--- src/rtl/lvmon_pkg.sv ---
package lvmon_pkg;
  localparam int REG_W     = 8;
  localparam int FLAG_POS  = 7;
  localparam int TOL_POS   = 5;
  localparam int NUM_PAIRS = 2;
  localparam int PAIR_IDX_W = $clog2(NUM_PAIRS);
endpackage

--- src/rtl/lvmon_sync.sv ---
module lvmon_sync #(
  parameter int W      = 4,
  parameter int STAGES = 2
) (
  input  logic         clk,
  input  logic         rst,
  input  logic [W-1:0] d,
  output logic [W-1:0] q
);
  logic [STAGES-1:0][W-1:0] stg;

  for (genvar s = 0; s < STAGES; s++) begin : g_stage
    if (s == 0) begin : g_first
      always_ff @(posedge clk) begin
        if (rst) stg[s] <= '0;
        else     stg[s] <= d;
      end
    end else begin : g_next
      always_ff @(posedge clk) begin
        if (rst) stg[s] <= '0;
        else     stg[s] <= stg[s-1];
      end
    end
  end

  assign q = stg[STAGES-1];
endmodule

--- src/rtl/lvmon_filter.sv ---
module lvmon_filter #(
  parameter int THRESH = 36
) (
  input  logic clk,
  input  logic rst,
  input  logic run,
  input  logic below,
  input  logic above,
  output logic flag
);
  localparam int CNT_W = $clog2(THRESH + 1);
  localparam logic [CNT_W-1:0] CNT_MAX = CNT_W'(THRESH);
  localparam logic [CNT_W-1:0] CNT_PRE = CNT_W'(THRESH - 1);

  logic [CNT_W-1:0] cnt;

  always_ff @(posedge clk) begin
    if (rst) begin
      cnt  <= '0;
      flag <= 1'b0;
    end else if (!run) begin
      cnt  <= '0;
    end else if (above) begin
      cnt  <= '0;
      flag <= 1'b0;
    end else if (below) begin
      if (cnt != CNT_MAX) cnt <= cnt + 1'b1;
      if (cnt >= CNT_PRE) flag <= 1'b1;
    end else begin
      cnt  <= '0;
    end
  end

  // above-recovery while running forces the flag low next cycle
  a_r7_above_clears: assert property (@(posedge clk) disable iff (rst)
    (run && above) |=> !flag);

  // between levels the flag is held
  a_r8_between_holds: assert property (@(posedge clk) disable iff (rst)
    (run && !above && !below) |=> $stable(flag));

  // a rising flag must come from a below-trip sample
  a_r5_rise_needs_low: assert property (@(posedge clk) disable iff (rst)
    $rose(flag) |-> $past(below && run));

  // frozen monitor keeps the flag
  a_r11_frozen_holds: assert property (@(posedge clk) disable iff (rst)
    !run |=> $stable(flag));
endmodule

--- src/rtl/lvmon_status.sv ---
module lvmon_status
  import lvmon_pkg::*;
#(
  parameter int THRESH      = 36,
  parameter int SYNC_STAGES = 2
) (
  input  logic                 clk,
  input  logic                 rst,
  input  logic [NUM_PAIRS-1:0] cmp_below,
  input  logic [NUM_PAIRS-1:0] cmp_above,
  input  logic                 cfg_rst_en,
  input  logic                 cfg_pwr_en,
  input  logic                 wait_mode,
  input  logic                 reg_en,
  input  logic                 reg_we,
  input  logic [REG_W-1:0]     reg_wdata,
  output logic [REG_W-1:0]     reg_rdata,
  output logic                 tol_sel,
  output logic                 low_flag,
  output logic                 lv_rst_req
);
  localparam int SYNC_W = 2 * NUM_PAIRS;

  logic [SYNC_W-1:0]    sync_q;
  logic [NUM_PAIRS-1:0] below_s;
  logic [NUM_PAIRS-1:0] above_s;
  logic                 tol_q;
  logic                 req_q;
  logic                 flag_w;
  logic                 wr_hit;
  logic                 new_tol;
  logic                 tol_chg;
  logic                 run;

  lvmon_sync #(.W(SYNC_W), .STAGES(SYNC_STAGES)) u_sync (
    .clk (clk),
    .rst (rst),
    .d   ({cmp_above, cmp_below}),
    .q   (sync_q)
  );

  assign below_s = sync_q[NUM_PAIRS-1:0];
  assign above_s = sync_q[SYNC_W-1:NUM_PAIRS];

  assign run     = !wait_mode || cfg_pwr_en;
  assign wr_hit  = reg_en && reg_we;
  assign new_tol = reg_wdata[TOL_POS];
  assign tol_chg = wr_hit && (new_tol != tol_q);

  always_ff @(posedge clk) begin
    if (rst) begin
      tol_q <= 1'b0;
      req_q <= 1'b0;
    end else begin
      if (wr_hit) tol_q <= new_tol;
      req_q <= tol_chg && !cfg_rst_en && !cfg_pwr_en
               && below_s[PAIR_IDX_W'(new_tol)];
    end
  end

  lvmon_filter #(.THRESH(THRESH)) u_filter (
    .clk   (clk),
    .rst   (rst),
    .run   (run),
    .below (below_s[PAIR_IDX_W'(tol_q)]),
    .above (above_s[PAIR_IDX_W'(tol_q)]),
    .flag  (flag_w)
  );

  always_comb begin
    reg_rdata           = '0;
    reg_rdata[FLAG_POS] = flag_w;
    reg_rdata[TOL_POS]  = tol_q;
  end

  assign tol_sel    = tol_q;
  assign low_flag   = flag_w;
  assign lv_rst_req = req_q;

  // select changes only through a write
  a_r3_tol_hold: assert property (@(posedge clk) disable iff (rst)
    !(reg_en && reg_we) |=> $stable(tol_sel));

  // a request always follows a write cycle
  a_r9_req_from_write: assert property (@(posedge clk) disable iff (rst)
    lv_rst_req |-> $past(reg_en && reg_we));

  // either configuration bit blocks the request
  a_r10_cfg_blocks: assert property (@(posedge clk) disable iff (rst)
    (cfg_rst_en || cfg_pwr_en) |=> !lv_rst_req);
endmodule

--- config.mk ---
export PLATFORM = sky130hd
export DESIGN_NAME = lvmon_status
export DESIGN_NICKNAME = d
export VERILOG_FILES = /design/src/rtl/lvmon_pkg.sv /design/src/rtl/lvmon_sync.sv /design/src/rtl/lvmon_filter.sv /design/src/rtl/lvmon_status.sv
export SDC_FILE = /design/constraint.sdc
export NUM_CORES = 1
export LEC_CHECK = 0
export BUFFER_PORTS_ARGS = -buffer_cell sky130_fd_sc_hd__clkbuf_2
export CAP_MARGIN = 20
export CORE_MARGIN = 5
export CORE_UTILIZATION = 42
export CTS_CLUSTER_DIAMETER = 150
export DETAILED_ROUTE_END_ITERATION = 10
export GPL_ROUTABILITY_DRIVEN = 0
export GPL_TIMING_DRIVEN = 0
export PLACE_DENSITY = 0.72
export SYNTH_ARGS = -nofsm -noshare
export SYNTH_HDL_FRONTEND = slang
export SYNTH_HIERARCHICAL = 1
export SYNTH_SLANG_ARGS = --single-unit
--- constraint.sdc ---
create_clock -name clk -period 1.67 [get_ports clk]
set_clock_uncertainty 0.2 [all_clocks]
set_input_delay 0.167 -clock clk [delete_from_list [all_inputs] [get_ports clk]]
set_output_delay 0.167 -clock clk [all_outputs]
set_load 0.05 [all_outputs]
==> flow_summary.toml <==
[status]
status = "completed"

[synth]
ys.flop_type = "dfxtp_1"
synthTopCellsByCount = "dfxtp_1, buf_4, nand2_1, nor2b_1"
synthMostInstantiatedCell = "dfxtp_1"
synth_area_leader_cell = "dfxtp_1"
async_flop_share_pct = 0
synth_cell_types = 27
syn_area_per_cell_um2 = 9.670
syn_area_um2 = 783.3
yosys.area.top_type_share_pct = 43.45
synth.area.top_cells = "dfxtp_1, buf_4, nor2b_1"
synthCells = 81
synth-seq-cells = 17
synth_edf_count = 0
seq_area_frac_synth_pct = 43.45
synth_warnings = 6

[cts]
clk_latency_ns = 0.28
cts_buffer_depth = 2
cts-root-buf = "clkbuf_4"
numCtsBuffers = 3
cts_max_level = 1
cts_tree = "done"
clock_sinks = 17
clkTransAtPathRegs_ns = 0.10

[timing]
finalSetupTns_ns = 0
layout_min_cycle_time_ns = 1.666
fin_crit_sh_pct = 99.78
whs_ns = 0.08720
fmax_mhz = 600.1
hold_violations = 0
setup_viol = 0
rsz0062_at_grt = "yes"
slew_viol_final = 0

[placed_design]
port_buffers = 16
dp_hpwl_um = 985.1
placed_area_um2 = 920.9
placedCellCount = 127

[floorplan]
die_area_um2 = 2829
core.rowCount = 15
core_area_um2 = 1745
initial_utilization_pct = 44.87
die_w_um = 53.19
ios = 30
die_y_um = 53.19

[setup_path]
required_ns = 1.70
r2r_start = "u_sync/q[2]"
start_kind = "flip-flop"
reg2reg_depth = 5
critPathLaunch = "u_sync/q[2]"
slowest_delay_ns = 0.40
path_depth = 5
cp_max_fo = 3
worstSetupPathType = "flip-flop to flip-flop"
path_cells = "buf_4, mux2_4, nand4bb_4, or4_1, o21ai_1"
worstPathArrival_ns = 1.69
reg2reg_setup_slack_ns = 0.004
cp_slowest_cell = "or4_1"
end_kind = "flip-flop"
cp_top_family = "simple AND/OR/NAND/NOR gates"
r2r-end = "u_filter/cnt[5]"
timing.critical_path.buf_inv = 1
crit_end = "u_filter/cnt[5]"

[detailed_routing]
wl_per_cell_um = 10.08
met2WireLength_um = 694
via_count = 640
drt-vias-per-instance = 4.476
dr.pass1.iters = 4
met3WireLength_um = 90
drc = 0
drt-met1-wl_um = 638
top_layer = "met4"
postRouteAntennaNets = 0
initialDrtViolationCount = 4
wl_mm = 1.441

[global_routing]
grt_first_pass_wirelength_mm = 2.546
antenna_found_initial = 0
grt_util_all_layers_pct = 12.35
grt_remaining_overflow = 0
first_global_vias = 613
grt_max_degree = 14

[final_layout]
fin_area_um2 = 1086
nets = 141
final_cells = 143
drive_gt1_share_pct = 32.20
syn_to_final_growth_pct = 38.66
antennaDiodeCount = 0
utilization_pct = 62.22

[job]
max-cap-violations = 0

[pwr]
ir_worst_vdd_uv = 649.9
p_leak_nw = 0.4868
pwr_density_cell_nw_per_um2 = 700.5

[min_path]
hp-class = "input pin to flip-flop"
stage by stage:
stage               power [mW]  setup slack (ns)
floorplan               0.5043          -0.04059
global placement        0.5257         -0.003684
detailed placement      0.5282          -0.02406
CTS                     0.7662          0.007762
global route            0.7989          -0.08031
finish                  0.7607          0.003641
area by class of cell:
cell class	instances	area, um2
fillers	148	659.4
multi-input cells	55	384.1
flip-flops and latches	17	344.1
repair buffers	28	202.7
plain buffers	12	90.09
well taps	25	31.28
clock buffers	4	26.28
inverters	2	7.507
layout by cell type, fill, tap and decap left out, drive strengths merged, types with 3 or more instances in the layout:
master / count
nor2: 3
dlygate4sd3: 12
conb: 6
a21oi: 3
nand2: 8
ha: 3
nand3: 3
buf: 13
clkbuf: 19
dfxtp: 17
nor2b: 8
routing by layer:
layer	track usage, %	up-vias
met5	0	-
met4	4.255	0
met3	3.380	2
met2	21.69	18
met1	14.21	290
li1	-	330
flip-flops by register name (all words and copies together) (netlist names):
| name | count |
|---|---|
| u_sync/q | 4 |
| u_filter/flag | 1 |
| u_sync/stg | 4 |
| u_filter/cnt | 6 |
| lv_rst_req | 1 |
| tol_sel | 1 |
worst reg2reg max path, delay by kind of cell, from the launching register on:
family                 cells  cell delay (ns)
AOI/OAI and AO/OA          1             0.08
and+or+nand+nor            2             0.64
buffers and inverters      1             0.12
DFF                        1             0.31
muxes                      1             0.28
what timing repair did:
| item | in CTS | in global routing |
|---|---|---|
| setup buffers | 1 | 0 |
| resized for setup | 1 | 0 |
| hold buffers | 12 | 0 |
| setup endpoints to repair | 1 | 2 |
| endpoints found under the hold margin | 6 | 0 |
worst min-delay path by stage:
stage                             from              end  cells after the start
after floorplan                    rst          tol_sel                      1
after global placement    cmp_below[0]    u_sync/stg[0]                      2
after detailed placement  cmp_above[0]    u_sync/stg[2]                      2
after CTS                    wait_mode  u_filter/cnt[2]                      4
after global routing         wait_mode  u_filter/cnt[4]                      4
final                        wait_mode  u_filter/cnt[2]                      4
report_power, final:
| part | total [mW] | internal (mW) | switching (mW) |
|---|---|---|---|
| combinational | 0.127 | 0.0608 | 0.0661 |
| sequential | 0.419 | 0.415 | 0.00385 |
| clock | 0.215 | 0.0925 | 0.122 |
cell families after synthesis:
group           count (synthesis)  share of synthesized area, %
compound gates                  7                         6.708
xor+xnor                        3                         3.355
fa+ha+maj                       3                         4.793
buf+inv                        14                         12.46
flops                          17                         43.45
mux                             4                         5.431
other cells                     1                        0.4788
simple gates                   32                         23.32
Power figures use the tool's default switching activity.
